File: src/rtl/irq_seq_pkg.sv
package irq_seq_pkg;

  // Source index equals its bit in req_i / pend_o; higher index wins.
  typedef enum logic [1:0] {
    SRC_IRQ  = 2'd0,
    SRC_FIRQ = 2'd1,
    SRC_NMI  = 2'd2,
    SRC_RST  = 2'd3
  } src_e;

  typedef enum logic [3:0] {
    SL_PCL, SL_PCH, SL_UL, SL_UH, SL_YL, SL_YH,
    SL_XL, SL_XH, SL_DP, SL_B, SL_A, SL_CC
  } slot_e;

  localparam int CC_E = 7;
  localparam int CC_F = 6;
  localparam int CC_I = 4;
  localparam int FULL_PUSH = 12;
  localparam int FAST_PUSH = 3;

  function automatic int unsigned push_count(input src_e k);
    case (k)
      SRC_RST:  return 0;
      SRC_FIRQ: return FAST_PUSH;
      default:  return FULL_PUSH;
    endcase
  endfunction

  // Condition codes as stacked: entire flag adjusted, masks untouched.
  function automatic logic [7:0] stacked_cc(input src_e k, input logic [7:0] cc);
    logic [7:0] r;
    r = cc;
    if (k == SRC_NMI || k == SRC_IRQ) r[CC_E] = 1'b1;
    if (k == SRC_FIRQ) r[CC_E] = 1'b0;
    return r;
  endfunction

  // Mask bits ORed in once stacking is over.
  function automatic logic [7:0] mask_set(input src_e k);
    logic [7:0] m;
    m = '0;
    m[CC_I] = 1'b1;
    if (k != SRC_IRQ) m[CC_F] = 1'b1;
    return m;
  endfunction

  function automatic slot_e slot_of(input logic fast, input logic [3:0] idx);
    if (fast) return (idx == 4'd0) ? SL_PCL : (idx == 4'd1) ? SL_PCH : SL_CC;
    return slot_e'(idx);
  endfunction

endpackage

File: src/rtl/irq_pend_arb.sv
module irq_pend_arb #(
  parameter int N = 4
) (
  input  logic         clk,
  input  logic         rst_n,
  input  logic [N-1:0] req_i,
  input  logic [N-1:0] clr_i,
  input  logic [N-1:0] ok_i,
  output logic [N-1:0] pend_o,
  output logic [N-1:0] grant_o,
  output logic         any_o
);
  logic [N-1:0] pend_q;
  logic [N-1:0] elig;

  always_ff @(posedge clk or negedge rst_n) begin
    if (!rst_n) pend_q <= '0;
    else        pend_q <= (pend_q & ~clr_i) | req_i;
  end

  assign elig = pend_q & ok_i;

  always_comb begin
    grant_o = '0;
    for (int i = 0; i < N; i++) begin
      if (elig[i]) begin
        grant_o = '0;
        grant_o[i] = 1'b1;
      end
    end
  end

  assign any_o  = |elig;
  assign pend_o = pend_q;

  assert_onehot_grant_R1: assert property (@(posedge clk) disable iff (!rst_n)
    $onehot0(grant_o));
  assert_low_yields_R1: assert property (@(posedge clk) disable iff (!rst_n)
    grant_o[0] |-> (pend_o[N-1:2] == '0));
  assert_clear_sticks_R8: assert property (@(posedge clk) disable iff (!rst_n)
    ((pend_o & $past(clr_i) & ~$past(req_i)) == '0));
endmodule

File: src/rtl/irq_stack_mux.sv
module irq_stack_mux
  import irq_seq_pkg::*;
#(
  parameter int AW = 16,
  parameter int DW = 8,
  parameter int IW = 4
) (
  input  logic          fast_i,
  input  logic [IW-1:0] idx_i,
  input  logic [AW-1:0] pc_i,
  input  logic [AW-1:0] u_i,
  input  logic [AW-1:0] y_i,
  input  logic [AW-1:0] x_i,
  input  logic [DW-1:0] dp_i,
  input  logic [DW-1:0] b_i,
  input  logic [DW-1:0] a_i,
  input  logic [DW-1:0] cc_i,
  output logic [DW-1:0] byte_o
);
  slot_e slot;
  assign slot = slot_of(fast_i, 4'(idx_i));

  always_comb begin
    case (slot)
      SL_PCL:  byte_o = pc_i[DW-1:0];
      SL_PCH:  byte_o = pc_i[AW-1:DW];
      SL_UL:   byte_o = u_i[DW-1:0];
      SL_UH:   byte_o = u_i[AW-1:DW];
      SL_YL:   byte_o = y_i[DW-1:0];
      SL_YH:   byte_o = y_i[AW-1:DW];
      SL_XL:   byte_o = x_i[DW-1:0];
      SL_XH:   byte_o = x_i[AW-1:DW];
      SL_DP:   byte_o = dp_i;
      SL_B:    byte_o = b_i;
      SL_A:    byte_o = a_i;
      default: byte_o = cc_i;
    endcase
  end
endmodule

File: src/rtl/irq_entry_seq.sv
module irq_entry_seq
  import irq_seq_pkg::*;
#(
  parameter int          AW      = 16,
  parameter int          DW      = 8,
  parameter logic [15:0] VEC_RST = 16'hFFFE,
  parameter logic [15:0] VEC_NMI = 16'hFFFC,
  parameter logic [15:0] VEC_IRQ = 16'hFFF8,
  parameter logic [15:0] VEC_FIR = 16'hFFF6
) (
  input  logic          clk,
  input  logic          rst_n,
  input  logic          boundary_i,
  input  logic [3:0]    req_i,
  input  logic [DW-1:0] cc_i,
  input  logic [DW-1:0] dp_i,
  input  logic [DW-1:0] a_i,
  input  logic [DW-1:0] b_i,
  input  logic [AW-1:0] x_i,
  input  logic [AW-1:0] y_i,
  input  logic [AW-1:0] u_i,
  input  logic [AW-1:0] s_i,
  input  logic [AW-1:0] pc_i,
  output logic [AW-1:0] mem_addr_o,
  output logic          mem_we_o,
  output logic          mem_re_o,
  output logic [DW-1:0] mem_wdata_o,
  input  logic [DW-1:0] mem_rdata_i,
  output logic          busy_o,
  output logic          done_o,
  output logic [3:0]    pend_o,
  output logic [AW-1:0] pc_o,
  output logic [AW-1:0] s_o,
  output logic [DW-1:0] cc_o,
  output logic [DW-1:0] dp_o
);
  localparam int NSRC = 4;
  localparam int IW   = $clog2(FULL_PUSH + 1);

  typedef enum logic [1:0] {ST_IDLE, ST_PUSH, ST_VHI, ST_VLO} st_e;

  st_e             state;
  src_e            kind;
  logic [IW-1:0]   idx;
  logic [AW-1:0]   s_w, pc_w, x_w, y_w, u_w;
  logic [DW-1:0]   cc_w, dp_w, a_w, b_w, vec_hi;
  logic [NSRC-1:0] ok, grant, clr;
  logic            any_elig, start_evt, push_last;
  logic [DW-1:0]   push_byte;
  logic [AW-1:0]   vec_base;
  src_e            win;

  // Eligibility: reset and non-maskable always; others by their mask bit.
  assign ok = {1'b1, 1'b1, ~cc_i[CC_F], ~cc_i[CC_I]};

  irq_pend_arb #(.N(NSRC)) u_arb (
    .clk(clk), .rst_n(rst_n), .req_i(req_i), .clr_i(clr), .ok_i(ok),
    .pend_o(pend_o), .grant_o(grant), .any_o(any_elig)
  );

  always_comb begin
    win = SRC_IRQ;
    for (int i = 0; i < NSRC; i++) if (grant[i]) win = src_e'(i);
  end

  assign start_evt = (state == ST_IDLE) && boundary_i && any_elig;
  assign push_last = (32'(idx) == push_count(kind) - 1);
  assign clr       = (state == ST_VLO) ? (NSRC'(1) << kind) : '0;

  always_comb begin
    case (kind)
      SRC_RST:  vec_base = VEC_RST;
      SRC_NMI:  vec_base = VEC_NMI;
      SRC_FIRQ: vec_base = VEC_FIR;
      default:  vec_base = VEC_IRQ;
    endcase
  end

  irq_stack_mux #(.AW(AW), .DW(DW), .IW(IW)) u_mux (
    .fast_i(kind == SRC_FIRQ), .idx_i(idx), .pc_i(pc_w), .u_i(u_w),
    .y_i(y_w), .x_i(x_w), .dp_i(dp_w), .b_i(b_w), .a_i(a_w), .cc_i(cc_w),
    .byte_o(push_byte)
  );

  always_comb begin
    mem_we_o    = (state == ST_PUSH);
    mem_re_o    = (state == ST_VHI) || (state == ST_VLO);
    mem_wdata_o = mem_we_o ? push_byte : '0;
    case (state)
      ST_PUSH: mem_addr_o = s_w - 1'b1;
      ST_VHI:  mem_addr_o = vec_base;
      ST_VLO:  mem_addr_o = vec_base + 1'b1;
      default: mem_addr_o = '0;
    endcase
  end

  assign busy_o = (state != ST_IDLE);

  always_ff @(posedge clk or negedge rst_n) begin
    if (!rst_n) begin
      state <= ST_IDLE; kind <= SRC_IRQ; idx <= '0;
      s_w <= '0; pc_w <= '0; x_w <= '0; y_w <= '0; u_w <= '0;
      cc_w <= '0; dp_w <= '0; a_w <= '0; b_w <= '0; vec_hi <= '0;
      done_o <= 1'b0; pc_o <= '0; s_o <= '0; cc_o <= '0; dp_o <= '0;
    end else begin
      done_o <= 1'b0;
      case (state)
        ST_IDLE: if (start_evt) begin
          kind <= win; idx <= '0;
          s_w <= s_i; pc_w <= pc_i; x_w <= x_i; y_w <= y_i; u_w <= u_i;
          dp_w <= dp_i; a_w <= a_i; b_w <= b_i;
          cc_w <= stacked_cc(win, cc_i);
          state <= (win == SRC_RST) ? ST_VHI : ST_PUSH;
        end
        ST_PUSH: begin
          s_w <= s_w - 1'b1;
          idx <= idx + 1'b1;
          if (push_last) state <= ST_VHI;
        end
        ST_VHI: begin
          vec_hi <= mem_rdata_i;
          state  <= ST_VLO;
        end
        default: begin
          pc_o   <= {vec_hi, mem_rdata_i};
          s_o    <= s_w;
          cc_o   <= cc_w | mask_set(kind);
          dp_o   <= (kind == SRC_RST) ? '0 : dp_w;
          done_o <= 1'b1;
          state  <= ST_IDLE;
        end
      endcase
    end
  end

  assert_predec_R7: assert property (@(posedge clk) disable iff (!rst_n)
    (mem_we_o && $past(mem_we_o)) |-> (mem_addr_o == $past(mem_addr_o) - 1'b1));
  assert_bus_excl_R9: assert property (@(posedge clk) disable iff (!rst_n)
    !(mem_we_o && mem_re_o));
  assert_reset_no_write_R2: assert property (@(posedge clk) disable iff (!rst_n)
    (busy_o && kind == SRC_RST) |-> !mem_we_o);
  assert_fast_mask_R4: assert property (@(posedge clk) disable iff (!rst_n)
    (busy_o && kind == SRC_FIRQ) |-> !cc_w[CC_F]);
  assert_irq_mask_R5: assert property (@(posedge clk) disable iff (!rst_n)
    (busy_o && kind == SRC_IRQ) |-> !cc_w[CC_I]);
endmodule

File: config.mk
export PLATFORM = sky130hd
export DESIGN_NAME = irq_entry_seq
export DESIGN_NICKNAME = d
export VERILOG_FILES = /design/src/rtl/irq_seq_pkg.sv /design/src/rtl/irq_pend_arb.sv /design/src/rtl/irq_stack_mux.sv /design/src/rtl/irq_entry_seq.sv
export SDC_FILE = /design/constraint.sdc
export NUM_CORES = 1
export LEC_CHECK = 0
export BUFFER_PORTS_ARGS = -buffer_cell sky130_fd_sc_hd__buf_4
export CAP_MARGIN = 10
export CORE_AREA = 3 3 147 149
export CTS_BUF_LIST = sky130_fd_sc_hd__clkbuf_4 sky130_fd_sc_hd__clkbuf_8 sky130_fd_sc_hd__clkbuf_16
export CTS_CLUSTER_DIAMETER = 80
export CTS_CLUSTER_SIZE = 20
export DETAILED_ROUTE_END_ITERATION = 10
export DIE_AREA = 0 0 150 152
export PLACE_DENSITY = 0.79
export SLEW_MARGIN = 20
export SYNTH_ARGS = -nofsm -noshare
export SYNTH_HDL_FRONTEND = slang
export SYNTH_HIERARCHICAL = 1
export SYNTH_SLANG_ARGS = --single-unit
File: constraint.sdc
create_clock -name clk -period 5.32 [get_ports clk]
set_input_delay 1.064 -clock clk [delete_from_list [all_inputs] [get_ports clk]]
set_output_delay 1.064 -clock clk [all_outputs]
set_load 0.005 [all_outputs]
==> impl_metrics.csv, run 1 <==
group,metric,value,unit
outcome,status,"complete, no violations",
cts,htree_levels,4,
power,ir_drop,0.000307,V
cts,cts_resized,0,
detailed_routing,routed_via_density,5.68,
detailed_routing,ant_nets,0,
yosys,syn_avg_cell_area,11.5,sq um
detailed_routing,wirelength,24600,um
grt,grt_pass1_wl,38500,um
detailed_routing,drtIter0Drc,492,
critical_path,cp-end-kind,"output pin",
die,core,20300,sq um
die,fp.dieW,150,um
place,dpl.hpwl,17900,um
critical_path,rrSetupSlack,2.77,ns
place,dpl-instance-area,10800,sq um
sta,timing.slew.headroom,38.0,%
critical_path,cp.required,4.26,ns
sta,worst_slew_pin_slew,0.929,ns
grt,grt_max_degree,101,
sta,finalHoldViolCount,0,
critical_path,crit_fanout,25,
detailed_routing,drc_errors,0,
critical_path,crit_path_start_kind,"flop",
critical_path,rr_startpoint,"u_arb/pend_o[1]",
hold_path,worstHoldPathType,"reg2reg",
sta,fin_ws,1.18,ns
detailed_routing,vias,7123,
critical_path,worstSetupPathType,"reg2out",
grt,grt.overflow.total,0,
die,initial_core_util,44.9,%
cts,postCtsSetupRepairBufs,0,
die,die_area,22800,sq um
place,dp_cells,1222,
detailed_routing,drt_pass1_iterations,6,
cts,cts_sinks,181,
grt,first_global_vias,7059,
critical_path,regToRegEndpoint,"pc_w[6]",
grt,antenna_found_initial,0,
cells_and_area,final_common_cell,"buf_4",
yosys,syn-instance-count,793,
place,portBuffers,206,
cells_and_area,final_cell_mix,"215 x buf_4, 181 x dfrtp_1, 142 x mux2_2, 33 x o21ai_0, 32 x mux2i_1",
die,std_cell_rows,52,
cts,cts_buffers,17,
cells_and_area,final_cells,1254,
sta,rsz0062_at_grt,"false",
power,power.leakage,5.03,nW
sta,finalMaxSlewViolations,0,
cts,clkLatencyLatePin,0.43,ns
sta,finalCriticalPeriod,4.14,ns
yosys,syn_area,9100,sq um
cells_and_area,diodes,0,
die,die_h,152,um
cts,root_buffer,"clkbuf_16",
job,cap_violations,0,
grt,grtUsageTotal,21.3,%
cells_and_area,syn2layout_area_growth,25.8,%
cells_and_area,drive_gt1_share,42.4,%
place,place.gp.congestion,1.00,
sta,finClkSkew,0.0121,ns
sta,holdWs,0.481,ns
critical_path,cp-endpoint,"mem_wdata_o[1]",
sta,finalSetupViolations,0,
cts,cts_tree,"built",
place,place_ws,1.69,ns
cells_and_area,final_cell_area,11500,sq um
critical_path,arrival,3.07,ns
cts,clk_path_buf_depth,2,
detailed_routing,avgRoutedWirePerCell,19.6,um
die,ioPinCount,207,
sta,fmax,242,MHz
cts,clk_pin_slew_worst_paths,0.07,ns
sta,final.period_utilization,77.8,%
cells_and_area,nets,1104,
yosys,yosysWarnings,6,
sta,setup_tns,0,ns
cts,holdBufCountCts,0,
critical_path,setup.worst_path.start,"idx[1]",
power,p_per_area,631,nW/um^2
critical_path,rr_worst_depth,6,
==> worst min path at each step <==
stage | startpoint | endpoint | slack [ns] | cells past startpoint
3_5_place_dp | cc_o[4] | cc_o[4] | 0.47 | 1
6_report | cc_o[4] | cc_o[4] | 0.48 | 1
2_1_floorplan | cc_w[4] | cc_w[4] | 0.45 | 2
3_3_place_gp | cc_o[4] | cc_o[4] | 0.45 | 1
4_1_cts | cc_o[4] | cc_o[4] | 0.49 | 1
5_1_grt | cc_o[4] | cc_o[4] | 0.51 | 1
==> power breakdown <==
group	switching, mW	internal (mW)
registers	0.666	2.06
clock network	0.614	0.725
logic	1.45	1.71
total	2.73	4.50
==> per-stage QoR <==
| step | util (%) | total power, mW |
|---|---|---|
| after global placement | 53.3 | 5.79 |
| after global routing | 56.4 | 7.69 |
| after detailed placement | 53.3 | 5.89 |
| after floorplan | - | 4.63 |
| final | 56.4 | 7.23 |
| after CTS | 56.4 | 7.25 |
==> critical path, cell delays in order (launching register included) <==
cell and delay, ns:
dfrtp_1 0.94, nor2b_1 0.40, a22o_1 0.34, a221o_1 0.29
o32a_1 0.34, and2_1 0.19, buf_4 0.14
==> flip-flops by register name, summed over array words and instances, names as in the netlist, 16 cells and up <==
| name | cells |
|---|---|
| pc_o | 16 |
| pc_w | 16 |
| s_o | 16 |
| s_w | 16 |
| u_w | 16 |
| x_w | 16 |
| y_w | 16 |
==> per-layer routing <==
metal	part of all wire (%)	up-vias	track usage (%)
li1	-	3263	-
met1	44	3498	30.0
met2	47	317	33.5
met3	7.0	45	3.96
met4	2.5	0	6.62
met5	0	-	0
==> area by class of cell <==
class	instances	area [sq um]
Fill cell	1765	8840
Sequential cell	181	4530
Multi-Input combinational cell	530	4230
Timing Repair Buffer	217	1650
Clock buffer	17	425
Tap cell	270	338
Clock inverter	15	204
Inverter	24	90.1
Power figures use the tool's default switching activity.
==> run 2, diff against run 1 <==
- ABC_AREA: not set -> 1
- CORE_AREA: 3 3 147 149 -> 3 3 143 145
- DIE_AREA: 0 0 150 152 -> 0 0 146 148
- PLACE_DENSITY: 0.79 -> 0.8
- clock period: 5.32 -> 4.25 ns (I/O delays scaled with it)
==> impl_metrics.csv, run 2 <==
group,metric,value,unit
outcome,status,"complete, no violations",
cts,cts_sinks,181,
cells_and_area,nets,1438,
grt,first_global_vias,7663,
sta,finalMaxSlewViolations,0,
detailed_routing,drt_pass1_iterations,5,
cts,clkLatencyLatePin,0.42,ns
die,std_cell_rows,51,
power,finalPower,8.09,mW
grt,grt_pass1_wl,39400,um
cells_and_area,final_cell_mix,"544 x nand2_1, 213 x buf_4, 181 x dfrtp_1, 61 x o21ai_0, 60 x inv_1",
power,p_per_area,739,nW/um^2
critical_path,path_common_cell,"nand2_1",
cells_and_area,fill_cells,1762,
die,ioPinCount,207,
critical_path,crit_fanout,15,
sta,finalSetupViolations,0,
yosys,syn_area,8660,sq um
cells_and_area,diodes,0,
place,dpl.hpwl,18100,um
sta,worst_slew_pin_slew,1.06,ns
power,power.leakage,5.94,nW
sta,timing.slew.headroom,29.2,%
detailed_routing,ant_nets,0,
grt,grtUsageTotal,22.6,%
cts,clk_pin_slew_worst_paths,0.07,ns
detailed_routing,drtIter0Drc,588,
sta,setup_tns,0,ns
die,die_h,148,um
die,die_area,21600,sq um
sta,finClkSkew,0.00934,ns
grt,grt_max_degree,102,
detailed_routing,routed_via_density,5.02,
die,initial_core_util,44.8,%
power,ir_drop,0.000304,V
hold_path,worstHoldPathType,"reg2reg",
place,portBuffers,206,
yosys,yosysWarnings,6,
sta,fin_ws,0.415,ns
critical_path,slowest_delay,0.57,ns
cts,htree_levels,4,
critical_path,cp.required,3.40,ns
sta,rsz0062_at_grt,"false",
detailed_routing,wirelength,24400,um
place,place_ws,0.951,ns
cts,cts_buffers,17,
grt,grt.overflow.total,0,
critical_path,path_buf_inv,3,
cells_and_area,final_common_cell,"nand2_1",
yosys,syn-instance-count,1117,
critical_path,crit_path_cell_trace,"inv_1 > nand3_1 > nor2_1 > nand2_1 > nand2_1 > a21oi_1 > nand4_1 > nand2_1 > inv_1 > buf_4",
critical_path,slowest_stage,"nor2_1",
die,core,19300,sq um
cts,holdBufCountCts,0,
job,cap_violations,0,
place,place.gp.congestion,0.900,
cts,postCtsSetupRepairBufs,0,
cells_and_area,drive_gt1_share,21.9,%
sta,final.period_utilization,90.2,%
critical_path,cp_top_family,"simple AND/OR/NAND/NOR gates",
cts,cts_resized,0,
sta,finalCriticalPeriod,3.83,ns
sta,fmax,261,MHz
critical_path,worstSetupPathType,"reg2out",
critical_path,crit_path_start_kind,"flop",
sta,holdWs,0.478,ns
cts,clk_path_buf_depth,2,
die,fp.dieW,146,um
cts,cts_tree,"built",
grt,antenna_found_initial,0,
critical_path,arrival,2.98,ns
sta,finalHoldViolCount,0,
detailed_routing,drc_errors,0,
cells_and_area,syn2layout_area_growth,26.5,%
cells_and_area,final_core_util,56.6,%
yosys,syn_avg_cell_area,7.75,sq um
detailed_routing,vias,7945,
detailed_routing,avgRoutedWirePerCell,15.4,um
cts,root_buffer,"clkbuf_16",
critical_path,cp-end-kind,"output pin",
run 2: final timing paths:
kind,cells past startpoint,slack (ns),to,start
worst max-delay path,10,0.42,mem_wdata_o[4],idx[0]
worst min-delay path,2,0.48,pc_o[7],pc_o[7]
worst max register to register,8,1.69,idx[3],state[0]
worst min register to register,2,0.48,pc_o[7],pc_o[7]
max in group asynchronous,2,2.98,dp_o[6],rst_n
min in group asynchronous,1,0.49,s_o[10],rst_n
run 2: stage by stage:
stage | instances | instance area [sq um]
2_1_floorplan | 1118 | 8660
3_3_place_gp | 1551 | 10400
3_5_place_dp | 1551 | 10400
4_1_cts | 1583 | 11000
5_1_grt | 1583 | 11000
6_report | 1583 | 11000
run 2: metal layers:
layer	global-route usage (%)	wire, um	vias up
met4	6.49	503	0
met2	36.4	11300	316
li1	-	-	3899
met3	4.87	1810	28
met1	31.1	10800	3702
met5	0	0	-
run 2: worst register-to-register path: stages (launching register included):
cell     delay [ns]
dfrtp_1        0.39
inv_1          0.09
ha_1           0.26
nand3_4        0.17
buf_4          0.77
nand2_4        0.35
nand4_1        0.21
o22ai_1        0.08
a21oi_1        0.16
run 2: cell type report:
class,instances,area [sq um],area share [%]
clock inverter,14,140,1.28
clock buffer,18,439,4.01
inverter,70,263,2.40
tap,265,332,3.03
multi-input combinational,819,3600,32.9
sequential,181,4530,41.4
timing repair buffer,216,1650,15.1
run 2: report_power, final:
| part | internal (mW) | switching [mW] | total [mW] |
|---|---|---|---|
| combinational | 1.36 | 2.05 | 3.40 |
| sequential | 2.52 | 0.606 | 3.13 |
| clock | 0.841 | 0.716 | 1.56 |
| total | 4.72 | 3.37 | 8.09 |
